**config.mk**
```make
export PLATFORM = sky130hd
export DESIGN_NAME = core_rpw_seq
export DESIGN_NICKNAME = d
export VERILOG_FILES = /design/src/rtl/crw_pkg.sv /design/src/rtl/crw_sequencer.sv /design/src/rtl/crw_addr_decode.sv /design/src/rtl/crw_datapath.sv /design/src/rtl/core_rpw_seq.sv
export SDC_FILE = /design/constraint.sdc
export NUM_CORES = 1
export LEC_CHECK = 0
export BUFFER_PORTS_ARGS = -buffer_cell sky130_fd_sc_hd__buf_4
export CORE_UTILIZATION = 43
export CTS_CLUSTER_DIAMETER = 40
export DETAILED_ROUTE_END_ITERATION = 12
export PLACE_DENSITY = 0.77
export SETUP_SLACK_MARGIN = 0.3
export SYNTH_ARGS = -nofsm -noshare
export SYNTH_HDL_FRONTEND = slang
export SYNTH_SLANG_ARGS = --single-unit
export TNS_END_PERCENT = 100
```
**constraint.sdc**
```tcl
create_clock -name clk -period 1.4 [get_ports clk]
set_input_delay 0.07 -clock clk [delete_from_list [all_inputs] [get_ports clk]]
set_output_delay 0.07 -clock clk [all_outputs]
set_load 0.005 [all_outputs]
```
**src/rtl/crw_pkg.sv**
```systemverilog
package crw_pkg;

  typedef enum logic [1:0] {
    MODE_READ     = 2'b00,
    MODE_WRITE    = 2'b01,
    MODE_RMW      = 2'b10,
    MODE_READ_ALT = 2'b11
  } mode_e;

  typedef enum logic [2:0] {
    PH_IDLE,
    PH_STAGGER,
    PH_READ,
    PH_PAUSE,
    PH_WRITE,
    PH_DONE
  } phase_e;

  function automatic int max_of(input int a, input int b);
    return (a > b) ? a : b;
  endfunction

endpackage

```
**src/rtl/crw_sequencer.sv**
```systemverilog
module crw_sequencer
  import crw_pkg::*;
#(
  parameter int STAGGER_CYC = 3,
  parameter int RD_CYC      = 8,
  parameter int STROBE_AT   = 6,
  parameter int PAUSE_CYC   = 12,
  parameter int WR_CYC      = 8
) (
  input  logic   clk,
  input  logic   rst_n,
  input  logic   req_valid,
  output logic   start,
  output phase_e phase,
  output logic   digit_rd_en,
  output logic   word_rd_en,
  output logic   sense_strobe,
  output logic   rd_valid,
  output logic   in_pause,
  output logic   word_wr_en,
  output logic   busy,
  output logic   done
);

  localparam int MAX_LEN = max_of(max_of(STAGGER_CYC, RD_CYC), max_of(PAUSE_CYC, WR_CYC));
  localparam int CNT_W   = $clog2(MAX_LEN + 1);

  phase_e             ph_q, ph_d;
  logic [CNT_W-1:0]   cnt_q, cnt_d;
  logic [CNT_W-1:0]   last_idx;
  logic               rdv_q;

  // length of the current phase, as the index of its last clock
  always_comb begin
    case (ph_q)
      PH_STAGGER: last_idx = CNT_W'(STAGGER_CYC - 1);
      PH_READ:    last_idx = CNT_W'(RD_CYC - 1);
      PH_PAUSE:   last_idx = CNT_W'(PAUSE_CYC - 1);
      PH_WRITE:   last_idx = CNT_W'(WR_CYC - 1);
      default:    last_idx = '0;
    endcase
  end

  // next-state logic
  always_comb begin
    ph_d  = ph_q;
    cnt_d = cnt_q;
    start = 1'b0;
    case (ph_q)
      PH_IDLE: begin
        if (req_valid) begin
          ph_d  = PH_STAGGER;
          cnt_d = '0;
          start = 1'b1;
        end
      end
      PH_DONE: begin
        ph_d  = PH_IDLE;
        cnt_d = '0;
      end
      default: begin
        if (cnt_q == last_idx) begin
          cnt_d = '0;
          case (ph_q)
            PH_STAGGER: ph_d = PH_READ;
            PH_READ:    ph_d = PH_PAUSE;
            PH_PAUSE:   ph_d = PH_WRITE;
            default:    ph_d = PH_DONE;
          endcase
        end else begin
          cnt_d = cnt_q + 1'b1;
        end
      end
    endcase
  end

  // state registers
  always_ff @(posedge clk or negedge rst_n) begin
    if (!rst_n) begin
      ph_q  <= PH_IDLE;
      cnt_q <= '0;
      rdv_q <= 1'b0;
    end else begin
      ph_q  <= ph_d;
      cnt_q <= cnt_d;
      rdv_q <= sense_strobe;
    end
  end

  assign phase        = ph_q;
  assign digit_rd_en  = (ph_q == PH_STAGGER) || (ph_q == PH_READ);
  assign word_rd_en   = (ph_q == PH_READ);
  assign sense_strobe = (ph_q == PH_READ) && (cnt_q == CNT_W'(STROBE_AT));
  assign rd_valid     = rdv_q;
  assign in_pause     = (ph_q == PH_PAUSE);
  assign word_wr_en   = (ph_q == PH_WRITE);
  assign busy         = (ph_q != PH_IDLE);
  assign done         = (ph_q == PH_DONE);

  // word read current never starts without digit current already on
  p_stagger_order_r3: assert property (@(posedge clk) disable iff (!rst_n)
    $rose(word_rd_en) |-> $past(digit_rd_en));

  // digit and word read currents end in the same clock
  p_read_end_together_r3: assert property (@(posedge clk) disable iff (!rst_n)
    $fell(digit_rd_en) |-> $fell(word_rd_en));

  // one strobe, followed by the data-valid pulse
  p_strobe_valid_r4: assert property (@(posedge clk) disable iff (!rst_n)
    sense_strobe |=> (rd_valid && !sense_strobe));

  // done ends the cycle
  p_done_then_idle_r2: assert property (@(posedge clk) disable iff (!rst_n)
    done |=> !busy);

  // a running cycle cannot be cut short by new requests
  p_busy_holds_r11: assert property (@(posedge clk) disable iff (!rst_n)
    (busy && !done) |=> busy);

endmodule

```
**src/rtl/crw_addr_decode.sv**
```systemverilog
module crw_addr_decode #(
  parameter int GRID   = 16,
  localparam int SEL_W  = $clog2(GRID),
  localparam int ADDR_W = 2 * SEL_W + 2
) (
  input  logic              clk,
  input  logic              rst_n,
  input  logic              load,
  input  logic [ADDR_W-1:0] addr_in,
  input  logic              word_on,
  output logic [GRID-1:0]   row_sel,
  output logic [GRID-1:0]   col_sel,
  output logic              word_phase,
  output logic              block_sel
);

  localparam int COL_LO = 0;
  localparam int ROW_LO = SEL_W;
  localparam int POL_B  = 2 * SEL_W;
  localparam int BLK_B  = 2 * SEL_W + 1;

  logic [ADDR_W-1:0] addr_q, addr_d;
  logic [SEL_W-1:0]  row_idx, col_idx;

  always_comb begin
    addr_d = addr_q;
    if (load) addr_d = addr_in;
  end

  always_ff @(posedge clk or negedge rst_n) begin
    if (!rst_n) addr_q <= '0;
    else        addr_q <= addr_d;
  end

  assign row_idx = addr_q[ROW_LO +: SEL_W];
  assign col_idx = addr_q[COL_LO +: SEL_W];

  for (genvar i = 0; i < GRID; i++) begin : g_sel
    assign row_sel[i] = word_on && (row_idx == SEL_W'(i));
    assign col_sel[i] = word_on && (col_idx == SEL_W'(i));
  end

  assign word_phase = addr_q[POL_B];
  assign block_sel  = addr_q[BLK_B];

  // at most one row line at a time
  p_row_onehot_r10: assert property (@(posedge clk) disable iff (!rst_n)
    $onehot0(row_sel) && $onehot0(col_sel));

  // selects do not move while word current keeps flowing
  p_sel_held_r11: assert property (@(posedge clk) disable iff (!rst_n)
    (word_on && $past(word_on)) |-> ($stable(row_sel) && $stable(col_sel)));

endmodule

```
**src/rtl/crw_datapath.sv**
```systemverilog
module crw_datapath
  import crw_pkg::*;
#(
  parameter int DATA_W = 12
) (
  input  logic              clk,
  input  logic              rst_n,
  input  logic              start,
  input  logic [1:0]        req_mode,
  input  logic [DATA_W-1:0] req_wdata,
  input  logic              strobe,
  input  logic [DATA_W-1:0] sense_in,
  input  logic              in_pause,
  input  logic              mod_valid,
  input  logic [DATA_W-1:0] mod_wdata,
  input  logic              wr_active,
  output logic [DATA_W-1:0] rd_data,
  output logic [DATA_W-1:0] digit_wr_en
);

  mode_e             mode_q, mode_d;
  logic [DATA_W-1:0] rd_q, rd_d;
  logic [DATA_W-1:0] wbuf_q, wbuf_d;
  logic              take_mod;

  assign take_mod = in_pause && mod_valid && (mode_q == MODE_RMW);

  always_comb begin
    mode_d = mode_q;
    rd_d   = rd_q;
    wbuf_d = wbuf_q;
    if (start) begin
      mode_d = mode_e'(req_mode);
      wbuf_d = req_wdata;
    end
    if (strobe) begin
      rd_d = sense_in;
      if (mode_q != MODE_WRITE) wbuf_d = sense_in;
    end
    if (take_mod) wbuf_d = mod_wdata;
  end

  always_ff @(posedge clk or negedge rst_n) begin
    if (!rst_n) begin
      mode_q <= MODE_READ;
      rd_q   <= '0;
      wbuf_q <= '0;
    end else begin
      mode_q <= mode_d;
      rd_q   <= rd_d;
      wbuf_q <= wbuf_d;
    end
  end

  assign rd_data     = rd_q;
  assign digit_wr_en = wr_active ? wbuf_q : '0;

  // the pattern on the digit lines is steady for the whole write window
  p_wr_data_steady_r6: assert property (@(posedge clk) disable iff (!rst_n)
    (wr_active && $past(wr_active)) |-> $stable(digit_wr_en));

  // a plain read restores what it sensed
  p_plain_read_restore_r7: assert property (@(posedge clk) disable iff (!rst_n)
    (wr_active && (mode_q == MODE_READ || mode_q == MODE_READ_ALT)) |-> (digit_wr_en == rd_q));

endmodule

```
**src/rtl/core_rpw_seq.sv**
```systemverilog
module core_rpw_seq
  import crw_pkg::*;
#(
  parameter int DATA_W      = 12,
  parameter int GRID        = 16,
  parameter int STAGGER_CYC = 3,
  parameter int RD_CYC      = 8,
  parameter int STROBE_AT   = 6,
  parameter int PAUSE_CYC   = 12,
  parameter int WR_CYC      = 8,
  localparam int ADDR_W     = 2 * $clog2(GRID) + 2
) (
  input  logic              clk,
  input  logic              rst_n,
  input  logic              req_valid,
  input  logic [1:0]        req_mode,
  input  logic [ADDR_W-1:0] req_addr,
  input  logic [DATA_W-1:0] req_wdata,
  input  logic              mod_valid,
  input  logic [DATA_W-1:0] mod_wdata,
  input  logic [DATA_W-1:0] sense_in,
  output logic              busy,
  output logic              done,
  output logic              rd_valid,
  output logic [DATA_W-1:0] rd_data,
  output logic              digit_rd_en,
  output logic              word_rd_en,
  output logic              sense_strobe,
  output logic              word_wr_en,
  output logic [DATA_W-1:0] digit_wr_en,
  output logic [GRID-1:0]   row_sel,
  output logic [GRID-1:0]   col_sel,
  output logic              word_phase,
  output logic              block_sel
);

  logic [1:0] rst_sync_q;
  logic       rst_int_n;
  logic       start;
  phase_e     phase;
  logic       in_pause;

  // asynchronous assert, synchronous release
  always_ff @(posedge clk or negedge rst_n) begin
    if (!rst_n) rst_sync_q <= 2'b00;
    else        rst_sync_q <= {rst_sync_q[0], 1'b1};
  end
  assign rst_int_n = rst_sync_q[1];

  crw_sequencer #(
    .STAGGER_CYC (STAGGER_CYC),
    .RD_CYC      (RD_CYC),
    .STROBE_AT   (STROBE_AT),
    .PAUSE_CYC   (PAUSE_CYC),
    .WR_CYC      (WR_CYC)
  ) i_seq (
    .clk          (clk),
    .rst_n        (rst_int_n),
    .req_valid    (req_valid),
    .start        (start),
    .phase        (phase),
    .digit_rd_en  (digit_rd_en),
    .word_rd_en   (word_rd_en),
    .sense_strobe (sense_strobe),
    .rd_valid     (rd_valid),
    .in_pause     (in_pause),
    .word_wr_en   (word_wr_en),
    .busy         (busy),
    .done         (done)
  );

  crw_addr_decode #(
    .GRID (GRID)
  ) i_dec (
    .clk        (clk),
    .rst_n      (rst_int_n),
    .load       (start),
    .addr_in    (req_addr),
    .word_on    (word_rd_en || word_wr_en),
    .row_sel    (row_sel),
    .col_sel    (col_sel),
    .word_phase (word_phase),
    .block_sel  (block_sel)
  );

  crw_datapath #(
    .DATA_W (DATA_W)
  ) i_dp (
    .clk         (clk),
    .rst_n       (rst_int_n),
    .start       (start),
    .req_mode    (req_mode),
    .req_wdata   (req_wdata),
    .strobe      (sense_strobe),
    .sense_in    (sense_in),
    .in_pause    (in_pause),
    .mod_valid   (mod_valid),
    .mod_wdata   (mod_wdata),
    .wr_active   (word_wr_en),
    .rd_data     (rd_data),
    .digit_wr_en (digit_wr_en)
  );

  // nothing is driven or strobed while the cycle pauses
  p_pause_quiet_r5: assert property (@(posedge clk) disable iff (!rst_int_n)
    (phase == PH_PAUSE) |-> (!digit_rd_en && !word_rd_en && !word_wr_en && !sense_strobe && digit_wr_en == '0));

endmodule

```
======== After elaboration in Yosys (flattened, before gate mapping) ========
Cells that the tools add are included.
W data, S select, Z words.
storage, ports and cells
  register bits after elaboration ......... 46
  output and inout bits ................... 65
operators by class
  $add $sub $neg .......................... 1
  equality and inequality tests ........... 40
  multiplexer cells ....................... 15
  reductions and logical operators ........ 44
operators with widths
  cell                   number
  $eq A4 B4 Y1 const B   16
  $mux W12               5
  $eq A4 B3 Y1 const B   9
  $logic_and A1 B1 Y1    35
  $eq A4 B2 Y1 const B   4
  $pmux W4 S3            1
  $pmux W3 S3            1
  $eq A4 B1 Y1 const B   2
  $logic_not A4 Y1       2
  $mux W4                2
  $pmux W4 S2            1
  $eq A3 B2 Y1 const B   2
  $eq A3 B3 Y1 const B   2
  $mux W3                2
  $pmux W3 S2            1
  $reduce_bool A3 Y1     2
  $add A4 B1 Y4 const B  1
  $eq A4 B4 Y1           1
  $eq A3 B1 Y1 const B   1
  $logic_not A3 Y1       1
  $eq A2 B2 Y1 const B   1
  $logic_or A1 B1 Y1     2
  $mux W1                2
  $ne A2 B1 Y1 const B   1
  other kinds (3)        3

======== Logic depth before layout (Yosys ltp) ========
Gate-level depths: netlist of run 1.
  word-level depth ........................ 6
  mapped depth ............................ 9
  gate-level depth less buffers ........... 8

======== Cells and area by module ========
From an unflattened synthesis of run 1, not the netlist that was laid out.
unflattened totals
  cells, all modules ...................... 277
  area, all modules ....................... 2805.2 um^2
modules (own cells, without submodules)
  module           times used  cells each  area an instance (um^2)  sequential area each (um^2)
  crw_datapath     1           127         1428.9                   650.6
  crw_sequencer    1           79          713.2                    200.2
  crw_addr_decode  1           67          603.1                    250.2
  core_rpw_seq     1           4           60.1                     50.0

======== Worst setup path after synthesis of run 1 ========
No wires, ideal clock.
  path kind ............................... register to register
  start ................................... register i_seq.cnt_q[0]
  end ..................................... register i_dp.wbuf_q[10]
  setup time .............................. 132 ps
  arrival time ............................ 1710 ps
  slack ................................... -442 ps
  cell stages (with the launch flop) ...... 10
  path buffers ............................ 1
  cells stage by stage .................... dfrtp_1 > inv_1 > ha_1 > nand3b_1 > nor3_4 > a21boi_2 > buf_2 > nor2_1 > a21oi_1 > o21ai_1
between the ends
  longest elaborated chain between the ends .. 4
RTL lines
  what                      line                 text
  start: declaration        crw_sequencer.sv:29  logic [CNT_W-1:0] cnt_q, cnt_d;
  start signal: assignment  crw_sequencer.sv:85  cnt_q <= cnt_d;
  $eq A4 B3 Y1              crw_sequencer.sv:93  assign sense_strobe = (ph_q == PH_READ) && (cnt_q == CNT_W'(STROBE_AT));
  $logic_and A1 B1 Y1       crw_sequencer.sv:93
  $mux W12                  crw_datapath.sv:36   if (strobe) begin
  $mux W12                  crw_datapath.sv:40   if (take_mod) wbuf_d = mod_wdata;
  net i_dp.wbuf_d[10]       crw_datapath.sv:23   logic [DATA_W-1:0] wbuf_q, wbuf_d;
  end signal: assignment    crw_datapath.sv:51   wbuf_q <= wbuf_d;
  end: declaration          crw_datapath.sv:23
The timed path passes the listed nets, and every way through them passes these cells.
A chain may end at the register's enable or synchronous reset.

==> results.md, run 1 <==
- CORE AREA: 0.005675 sq mm
- Top Ports: between 100 and 150
- Netlist Area Pre-Place: 0.002596 sq mm
- Flop pwr share: 31.0%
- Area grow syn2layout: 90.36%
- CTS tree: built
- Main combinational cell family by area after synthesis: simple AND/OR/NAND/NOR gates
- Rows: 27
- Setup slack after layout: -0.5011 ns
- Mapped Cells: approximately 270
- Slowest stage delay, CP: 0.39 ns
- Worst path bufs/invs: 3
- CTS Root Cell: clkbuf_8
- Internal power: 5.206 mW
- Syn_area_per_cell: 9.475 sq um
- Comb pwr share: 60.1%
- CP top delay family: compound AO/OA/AOI/OAI gates
- # port buffers: roughly 120
- Pre-CTS setup slack: -0.3517 ns
- Mux share of post-synthesis cell area: 15.37%
- F_max: 0.5260 GHz
- Share of cells above drive strength 1: 60.82%
- Fin. Hold Viols: 0
- Drt drc: 0
- Starting Density: 45.75%
- Crit path capture type: flop
- XOR/XNOR Fraction of Synth Area: less than 1%
- Critical Path RT: ~1.6 ns
- PD cells: roughly 1800 mW/mm^2
- Slew HR: roughly 62%
- TritonCTS Buffers: 5
- Max rail drop VDD: 1.122 mV
- Failing checks: setup timing
- TritonRoute pass-1 iters: 4
- Startpoint Class: flop
- Syn_nets: 328
- Post-synth EDFFs: 0
- Skew final: 0.006778 ns
- Sw Share: 40.96%
- Vias: 2832
- Vias in the first global route: 2708
- H-tree Lvls: 2
- Leakage: 2.250 nW
- Synth top area cells: dfrtp_1 44%, mux2_2 10%, nor2_1 6.1%, mux2i_1 5.4%, nand2_1 3.8%
- Most common cell in the netlist: dfrtp_1
- Cell mode on critical path: buf_6
- Synth cell types: 42
- Reg clk slew, reported paths: 0.08 ns
- Grt ovf: 0
- Antenna Nets Post-Route: 0
- First-pass GRT wire length: 12.59 mm
- Aggregate routed wire length: roughly 9.4 mm
- Die Area: 0.006353 sq mm
- Skew-Pair Late Insertion Delay: 0.30 ns
- ANT cells: 0
- Final min period: 1.901 ns
- Synth warn: 0
- Vias per std cell: 5.303
- RSZ-0062 raised after global routing: yes
- Nets@finish: roughly 520
- Largest net degree at the start of global routing: 30
- DR iter-0 viols: 134
- Final setup fails: 92
- Simple-Gate Fraction of Synth Area: 24.63%
- Sequential-to-total area share from yosys stat: approximately 44%
- GRT Resource Usage Total: between 20% and 30%
- Die height: 79.71 microns
- Antenna violations before repair: 0
- Post-Synth Adder-Cell Area: 0.9639%
- Max-capacitance violation count: 0
- Maximum fanout along the worst path: 6
- Wire length per cell: 17.61 microns
- Dominant synthesized flop cell: dfrtp_1
- Yosys reg bits: 46
- Setup CP Type: flop to flop
- FILL cells: 288
- Max Transition Viols Final: 0
- Die W: 79.71 microns
- Max stage delay cell, worst path: dfrtp_1
- Switch Pwr: between 3 and 4 mW
- Clock Power Share: around 9%
- Tcrit/Tclk final: 135.8%
- Arrival time of the worst setup path: ~2.1 ns
- R2r setup slk: -0.50 ns
- Hold Path Class: primary input to flop
- Async set-reset flop share out of synthesis: 100.0%
- Post-DP HPWL: between 5 and 6 mm
- Outcome: finished, violations left
- # clock sinks: between 40 and 50
- Post-synth top cells: 46 x dfrtp_1, 42 x nor2_1, 26 x nand2_1
- Least-Margin Pin Slew: 0.5770 ns
- Yosys top cell by area: dfrtp_1
- Clock buffer depth: 2
- Critical path cell sequence: buf_6 > nand2b_4 > buf_6 > nor3_4 > a21boi_4 > buf_12 > nor2_1 > a21oi_1 > o21ai_1
- RD Place Congestion: 0.8529
- Setup TNS: -31.55 ns
- Compound-Gate Fraction of Synth Area: 9.880%
- Top-area cell type share of the netlist area: 44.34%
==> cells by family after synthesis <==
family | after synthesis
AO/OA/AOI/OAI | 44
other | 1
buffers and inverters | 19
flip-flops | 46
adder cells (fa/ha/maj) | 2
XOR/XNOR | 1
AND/OR/NAND/NOR | 124
multiplexers | 37
==> per-layer routing <==
metal | share of wire, % | routed length, microns | GRT usage, % | up-vias
met3 | 7.3 | 689 | 6.743 | 21
met4 | 2.3 | 217 | 8.545 | 0
li1 | - | - | - | 1322
met1 | 37 | 3521 | 28.24 | 1351
met5 | 0 | 0 | 0 | -
met2 | 53 | 4973 | 49.32 | 138
==> worst register-to-register path, delay by kind of cell (launching register included) <==
| kind | cells | cell delay (ns) |
|---|---|---|
| AO/OA/AOI/OAI | 3 | 0.56 |
| buffers and inverters | 3 | 0.42 |
| flip-flops | 1 | 0.39 |
| AND/OR/NAND/NOR | 3 | 0.43 |
==> through the flow <==
stage          cells  total power, mW  util [%]  hold WS [ns]  area (sq um)
3_3_place_gp     483            6.406     70.28       -0.1463          3989
2_1_floorplan    274            4.903         -       -0.2256          2816
4_1_cts          521            8.076     79.85     0.0003502          4532
6_report         534            8.817     87.08       0.01493          4942
5_1_grt          534            9.336     87.08      0.001683          4942
3_5_place_dp     483            6.543     70.28       -0.1468          3989
==> final timing paths <==
| kind | startpoint | endpoint | cells after the start |
|---|---|---|---|
| worst min register to register | rst_sync_q[1] | i_dp.rd_data[9] | 0 |
| max in group asynchronous | rst_sync_q[1] | i_dp.wbuf_q[3] | 1 |
| worst min-delay path | sense_in[0] | i_dp.rd_data[0] | 2 |
| min in group asynchronous | rst_n | rst_sync_q[1] | 2 |
| worst max-delay path | flop | i_dp.wbuf_q[9] | 9 |
| worst max register to register | flop | i_dp.wbuf_q[9] | 9 |
==> cell usage in the layout, fill, tap and decap left out, drive strengths merged, types with 2 or more instances in the layout <==
| master | instances |
|---|---|
| a21o | 2 |
| a21oi | 17 |
| and2 | 14 |
| buf | 165 |
| clkbuf | 10 |
| dfrtp | 46 |
| dlygate4sd3 | 27 |
| ha | 2 |
| inv | 4 |
| mux2 | 23 |
| mux2i | 14 |
| nand2 | 26 |
| nand2b | 7 |
| nand3 | 5 |
| nand3b | 2 |
| nor2 | 43 |
| nor2b | 2 |
| nor3 | 9 |
| nor4 | 8 |
| nor4b | 4 |
| o21ai | 17 |
| or2 | 2 |
==> power groups by stage <==
stage                     sequential [mW]  combinational, mW  clock [mW]
after global routing                 2.82               5.64       0.874
after detailed placement             2.59               3.95           0
final                                2.73               5.30       0.792
after CTS                            2.62               4.64       0.811
after global placement               2.56               3.85           0
after floorplan                      2.53               2.37           0
==> timing repair <==
action | in CTS | in global routing
hold buffers | 21 | 6
gates resized for setup | 36 | 66
setup endpoints to repair | 94 | 94
setup buffers | 9 | 4
hold endpoints to repair | 22 | 6
cloned | 0 | 3
pin swaps | 20 | 25
==> state kept, by name, summed over array words and instances (netlist names), named ones only <==
signal          count
i_seq.cnt_q         4
i_seq.rd_valid      1
i_dp.rd_data       12
i_dp.mode_q         2
i_dec.addr_q       10
i_seq.phase         2
i_dp.wbuf_q        12
rst_sync_q          2
==> final cells by class <==
type / count / area, sq um / share of cell area [%]
timing repair buffer: 195 / 1795 / 36.33
multi-input combinational: 209 / 1805 / 36.53
inverter: 4 / 15.01 / 0.3038
sequential: 46 / 1152 / 23.32
clock buffer: 7 / 76.32 / 1.544
tap: 72 / 90.09 / 1.823
clock inverter: 1 / 7.507 / 0.1519
Note: power is estimated with default switching activity, not from simulation.
==> inputs of run 2 (changes only) <==
--- a/config.mk
+++ b/config.mk
@@ -6,10 +6,12 @@
 export NUM_CORES = 1
 export LEC_CHECK = 0
 export BUFFER_PORTS_ARGS = -buffer_cell sky130_fd_sc_hd__buf_4
-export CORE_UTILIZATION = 43
+export CELL_PAD_IN_SITES_DETAIL_PLACEMENT = 0
+export CELL_PAD_IN_SITES_GLOBAL_PLACEMENT = 1
+export CORE_UTILIZATION = 31
 export CTS_CLUSTER_DIAMETER = 40
 export DETAILED_ROUTE_END_ITERATION = 12
-export PLACE_DENSITY = 0.77
+export PLACE_DENSITY_LB_ADDON = 0.1
 export SETUP_SLACK_MARGIN = 0.3
 export SYNTH_ARGS = -nofsm -noshare
 export SYNTH_HDL_FRONTEND = slang
==> results.md, run 2 (synthesized netlist as in run 1, its figures left out) <==
- Outcome: finished, violations left
- Failing checks: setup timing
- Vias in the first global route: 2494 (-7.9%)
- Max stage delay cell, worst path: dfrtp_1
- Hold Path Class: primary input to flop
- CP top delay family: compound AO/OA/AOI/OAI gates
- RR Startpoint: i_seq.cnt_q[0]
- WP depth: 9 (unchanged)
- Clock buffer depth: 2 (unchanged)
- Antenna violations before repair: 0 (unchanged)
- DR iter-0 viols: 68 (-49%)
- TritonRoute pass-1 iters: 4 (unchanged)
- H-tree Lvls: 2 (unchanged)
- Crit path capture type: flop
- Share of cells above drive strength 1: 57.94% (-2.9 points)
- Leakage: 2.251 nW (about the same)
- CORE AREA: 0.008175 sq mm (+44%)
- Startpoint Class: flop
- Wire length per cell: 13.94 microns (-21%)
- Setup slack after layout: -0.4146 ns (+0.08646 ns)
- R2R Path End: i_dp.wbuf_q[11]
- Critical Path End: i_dp.wbuf_q[11]
- Critical Path RT: 1.59 ns (about the same)
- Final cell count without fillers: 571 (+6.9%)
- Antenna Nets Post-Route: 0 (unchanged)
- RD Place Congestion: 0.8138 (-4.6%)
- Vias: 2655 (-6.3%)
- Top Ports: 117 (unchanged)
- Critical path cell sequence: inv_2 > ha_4 > nand3b_1 > nor3_4 > a21boi_4 > clkbuf_16 > nor2_1 > a21oi_1 > o21ai_1
- R2r setup slk: -0.41 ns (+0.09 ns)
- Worst path bufs/invs: 2 (-1)
- Area grow syn2layout: 91.08%
- Fin. Hold Viols: 0 (unchanged)
- Skew final: 0.004422 ns (-0.002356 ns)
- Die W: 93.52 microns (+17%)
- Setup CP Type: flop to flop
- Crit. Startpoint: i_seq.cnt_q[0]
- Final min period: 1.815 ns (-0.08646 ns)
- Slew HR: 65.58% (+4.0 points)
- # clock sinks: 46 (unchanged)
- Drt drc: 0 (unchanged)
- Die height: 93.52 microns (+17%)
- Max rail drop VDD: 0.8166 mV (-27%)
- CTS tree: built
- Max Transition Viols Final: 0 (unchanged)
- Most frequent cells in the layout: 142 x buf_4, 44 x dfrtp_1, 33 x dlygate4sd3_1
- Vias per std cell: 4.650 (-12%)
- PD cells: 1737 mW/mm^2 (-2.6%)
- Starting Density: 31.76% (-14 points)
- Nets@finish: 519 (+0.78%)
- Largest net degree at the start of global routing: 45 (+50%)
- TritonCTS Buffers: 5 (unchanged)
- Design area: 0.004961 sq mm (+0.38%)
- Final setup fails: 91 (-1.1%)
- Reg clk slew, reported paths: 0.09 ns (about the same)
- Rows: 33 (+22%)
- First-pass GRT wire length: 12.42 mm (-1.4%)
- ANT cells: 0 (unchanged)
- Dpl cell area: 0.004050 sq mm (+1.5%)
- Aggregate routed wire length: 7.958 mm (-15%)
- Arrival time of the worst setup path: 2.00 ns (-0.09 ns)
- Grt ovf: 0 (unchanged)
- Hold_ws: 0.01027 ns (-0.004659 ns)
- Most common cell after layout, fill and taps aside: buf_4
- RSZ-0062 raised after global routing: yes
- Post-DP HPWL: 5.260 mm (-3.5%)
- Worst reg2reg path depth: 9 (unchanged)
- Max-capacitance violation count: 0 (unchanged)
- Die Area: 0.008745 sq mm (+38%)
- Skew-Pair Late Insertion Delay: 0.30 ns (about the same)
- F_max: 0.5511 GHz (+4.8%)
- Tcrit/Tclk final: 129.6% (-6.2 points)
- Placed cells: 517 (+7.0%)
- GRT Resource Usage Total: 18.27% (-8.0 points)
- CTS Root Cell: clkbuf_8
- Maximum fanout along the worst path: 4 (-2)
- Least-Margin Pin Slew: 0.5163 ns (-0.06068 ns)
- # port buffers: 116 (unchanged)
- Slowest stage delay, CP: 0.40 ns (about the same)
-- run 2: power by group --
part	internal (mW)	total [mW]	switching, mW	leakage (nW)
clock	0.351	0.825	0.474	0.0441
sequential	1.96	2.64	0.682	0.566
combinational	2.90	5.16	2.26	1.64
-- run 2: layout make-up --
class / instances / area (sq um)
Tap cell: 105 / 131.4
Timing Repair Buffer: 199 / 1768
Fill cell: 700 / 3214
Multi-Input combinational cell: 209 / 1803
Clock inverter: 3 / 21.27
Inverter: 4 / 15.01
Clock buffer: 5 / 68.82
Sequential cell: 46 / 1154
-- run 2: worst min path at each step --
| stage | from | end | slack, ns | depth (start not counted) |
|---|---|---|---|---|
| after floorplan | rst_n | rst_sync_q[0] | -0.23 | 0 |
| after global placement | rst_n | rst_sync_q[0] | -0.15 | 1 |
| after detailed placement | rst_n | rst_sync_q[0] | -0.15 | 1 |
| after CTS | sense_in[6] | i_dp.rd_data[6] | 0.0002 | 2 |
| after global routing | sense_in[3] | i_dp.rd_data[3] | 0.0007 | 2 |
| final | sense_in[6] | i_dp.rd_data[6] | 0.01 | 2 |
-- run 2: layer usage --
layer | vias to the layer above | wire [microns] | part of all wire [%] | global-route usage, %
met4 | 0 | 97 | 1.2 | 5.385
li1 | 1327 | - | - | -
met1 | 1231 | 3398 | 43 | 22.98
met3 | 9 | 463 | 5.8 | 4.065
met5 | - | 0 | 0 | 0
met2 | 88 | 3998 | 50 | 31.25
-- run 2: timing repair --
action | in CTS | in global routing
gates resized for setup | 51 | 28
gates cloned | 0 | 2
pin swaps | 12 | 8
endpoints found under the setup margin | 94 | 94
hold buffers | 31 | 2
hold endpoints to repair | 32 | 2
buffers inserted | 6 | 5
-- run 2: per-stage QoR --
stage	worst slack [ns]	util, %	total power [mW]	TNS (ns)
5_1_grt	-0.4900	60.68	9.240	-33.88
2_1_floorplan	-0.3991	-	4.903	-13.88
6_report	-0.4146	60.68	8.619	-27.11
4_1_cts	-0.3855	57.85	8.217	-26.11
3_3_place_gp	-0.3274	49.54	6.492	-15.88
3_5_place_dp	-0.3362	49.54	6.545	-15.52
==> inputs of run 3 (changes only) <==
--- a/config.mk
+++ b/config.mk
@@ -8,6 +8,7 @@
 export BUFFER_PORTS_ARGS = -buffer_cell sky130_fd_sc_hd__buf_4
 export CELL_PAD_IN_SITES_DETAIL_PLACEMENT = 0
 export CELL_PAD_IN_SITES_GLOBAL_PLACEMENT = 1
+export CORE_MARGIN = 2
 export CORE_UTILIZATION = 31
 export CTS_CLUSTER_DIAMETER = 40
 export DETAILED_ROUTE_END_ITERATION = 12
==> results.md, run 3 (synthesized netlist as in run 1, its figures left out) <==
- Outcome: finished, violations left
- Failing checks: setup timing
- WHS Path Cells: 2 (unchanged)
- Nets@finish: 521 (+0.39%)
- First-pass GRT wire length: 12.63 mm (+1.7%)
- CTS tree: built
- Least-Margin Pin Slew: 0.5645 ns (+0.04823 ns)
- Max-capacitance violation count: 0 (unchanged)
- TritonRoute pass-1 iters: 4 (unchanged)
- Share of cells above drive strength 1: 61.75% (+3.8 points)
- Final min period: 1.849 ns (+0.03404 ns)
- Grt ovf: 0 (unchanged)
- F_max: 0.5409 GHz (-1.8%)
- Most common cell after layout, fill and taps aside: buf_4
- Rows: 33 (unchanged)
- Clock buffer depth: 2 (unchanged)
- Dpl cell area: 0.004068 sq mm (+0.43%)
- Fin. Hold Viols: 0 (unchanged)
- Aggregate routed wire length: 8.153 mm (+2.5%)
- Area grow syn2layout: 93.06%
- Origin of the worst min-delay path: req_addr[6]
- Largest net degree at the start of global routing: 45 (unchanged)
- Design area: 0.005012 sq mm (+1.0%)
- Vias in the first global route: 2557 (+2.5%)
- Hold EP: i_dec.addr_q[6]
- Skew final: 0.009057 ns (+0.004635 ns)
- Maximum fanout along the worst path: 11 (+7)
- Max Transition Viols Final: 0 (unchanged)
- Critical Path RT: 1.59 ns (about the same)
- R2r setup slk: -0.45 ns (-0.03 ns)
- Crit path capture type: flop
- PD cells: 1789 mW/mm^2 (+3.0%)
- RR Startpoint: i_seq.phase[1]
- Slew HR: 62.37% (-3.2 points)
- Setup slack after layout: -0.4486 ns (-0.03404 ns)
- Vias per std cell: 4.660 (+0.21%)
- TritonCTS Buffers: 5 (unchanged)
- Vias: 2670 (+0.56%)
- RSZ-0062 raised after global routing: yes
- Leakage: 2.291 nW (+1.8%)
- Most frequent cells in the layout: 150 x buf_4, 45 x dfrtp_1, 28 x nor2_1
- GRT Resource Usage Total: 17.63% (-0.64 points)
- Antenna Nets Post-Route: 0 (unchanged)
- Antenna violations before repair: 0 (unchanged)
- # port buffers: 116 (unchanged)
- Die Area: 0.009123 sq mm (+4.3%)
- CTS Root Cell: clkbuf_8
- Comb pwr share: 61.3% (+1.5 points)
- Drt drc: 0 (unchanged)
- Skew-Pair Late Insertion Delay: 0.29 ns (about the same)
- Flop pwr share: 29.1% (-1.5 points)
- Max rail drop VDD: 0.7722 mV (-5.4%)
- R2R Path End: i_dp.wbuf_q[6]
- Setup CP Type: flop to flop
- Top Ports: 117 (unchanged)
- # clock sinks: 46 (unchanged)
- H-tree Lvls: 2 (unchanged)
- RD Place Congestion: 0.8045 (-1.1%)
- FF+latch area: 0.001152 sq mm (-0.11%)
- Arrival time of the worst setup path: 2.04 ns (+0.04 ns)
- Die W: 95.52 microns (+2.1%)
- Hold Path Class: primary input to flop
- Clock Power Share: 9.6% (about the same)
- Pre-CTS setup slack: -0.3240 ns (+0.01223 ns)
- Reg clk slew, reported paths: 0.09 ns (about the same)
- Sw Share: 38.40% (-1.2 points)
- ANT cells: 0 (unchanged)
- CORE AREA: 0.008175 sq mm (unchanged)
- Wire length per cell: 14.23 microns (+2.1%)
- Startpoint Class: flop
- Tcrit/Tclk final: 132.0% (+2.4 points)
- Die height: 95.52 microns (+2.1%)
- FILL cells: 683 (-2.4%)
- Footprint of the multi-input gates: 0.001810 sq mm (+0.42%)
- Switch Pwr: 3.444 mW (+0.95%)
- DR iter-0 viols: 56 (-18%)
- Worst reg2reg path depth: 8 (-1)
- Internal power: 5.524 mW (+6.1%)
- Final setup fails: 93 (+2.2%)
- Starting Density: 31.76% (unchanged)
- Post-DP HPWL: 5.618 mm (+6.8%)
==> run 3: cell count changes in the layout (fill, tap and decap cells not counted), moves of 3 or more <==
cell and change:
buf_4 +8, a21oi_1 -5, dlygate4sd3_1 -14, buf_16 +3, buf_6 +6, a21oi_2 +6, nor2_2 -4
==> run 3: power by group through the flow <==
stage	logic, mW	registers [mW]	clock network (mW)
floorplan	2.37	2.53	0
CTS	5.03	2.56	0.898
global placement	4.08	2.53	0
finish	5.50	2.61	0.860
detailed placement	4.12	2.54	0
global route	5.96	2.72	0.936
==> run 3: how the worst max path moves through the flow <==
stage	to	cells past startpoint	slack, ns	startpoint
after floorplan	i_dp.wbuf_q[10]	9	-0.40	flop
after global placement	i_dp.wbuf_q[3]	9	-0.29	i_seq.cnt_q[0]
after detailed placement	i_dp.wbuf_q[6]	7	-0.32	i_seq.phase[1]
after CTS	row_sel[0]	6	-0.44	i_seq.phase[1]
after global routing	i_dp.wbuf_q[6]	8	-0.54	i_seq.phase[1]
final	i_dp.wbuf_q[6]	8	-0.45	i_seq.phase[1]
==> run 3: area by class of cell <==
| type | instances | area share (%) |
|---|---|---|
| timing repair buffer | 201 | 36.07 |
| clock inverter | 1 | 0.1747 |
| sequential | 46 | 22.99 |
| tap | 105 | 2.621 |
| inverter | 4 | 0.2996 |
| multi-input combinational | 209 | 36.12 |
| clock buffer | 7 | 1.722 |
==> run 3: metrics by stage <==
stage / hold slack (ns) / power, mW / instances / utilization, % / setup TNS [ns]
5_1_grt: -0.002920 / 9.610 / 573 / 61.31 / -39.77
6_report: 0.01385 / 8.969 / 573 / 61.31 / -32.70
2_1_floorplan: -0.2256 / 4.903 / 274 / - / -13.88
3_3_place_gp: -0.1466 / 6.610 / 521 / 49.76 / -16.94
3_5_place_dp: -0.1456 / 6.655 / 521 / 49.76 / -18.93
4_1_cts: 0.0007999 / 8.492 / 561 / 58.20 / -30.77
==> run 3: timing repair <==
action | CTS | global route
hold buffers | 16 | 3
setup endpoints to repair | 94 | 94
cloned | 3 | 0
pin swaps | 23 | 16
setup buffers | 13 | 9
gates resized for setup | 57 | 35
endpoints found under the hold margin | 17 | 3
==> run 3: worst max-delay path, stage by stage, from the launching register on <==
cell     delay (ns)
dfrtp_1        0.44
buf_4          0.16
or3_4          0.42
nor2_8         0.13
buf_12         0.16
mux2i_1        0.18
nor2_1         0.05
a21oi_1        0.14
o21ai_1        0.07
==> run 3: routing by layer <==
metal,share of wire [%],wire length [microns],vias to the layer above,global-route usage [%]
met5,0,0,-,0
met4,0.70,57,0,3.452
met3,6.6,539,6,3.478
met2,49,3986,95,29.46
met1,44,3570,1236,23.89
li1,-,-,1333,-
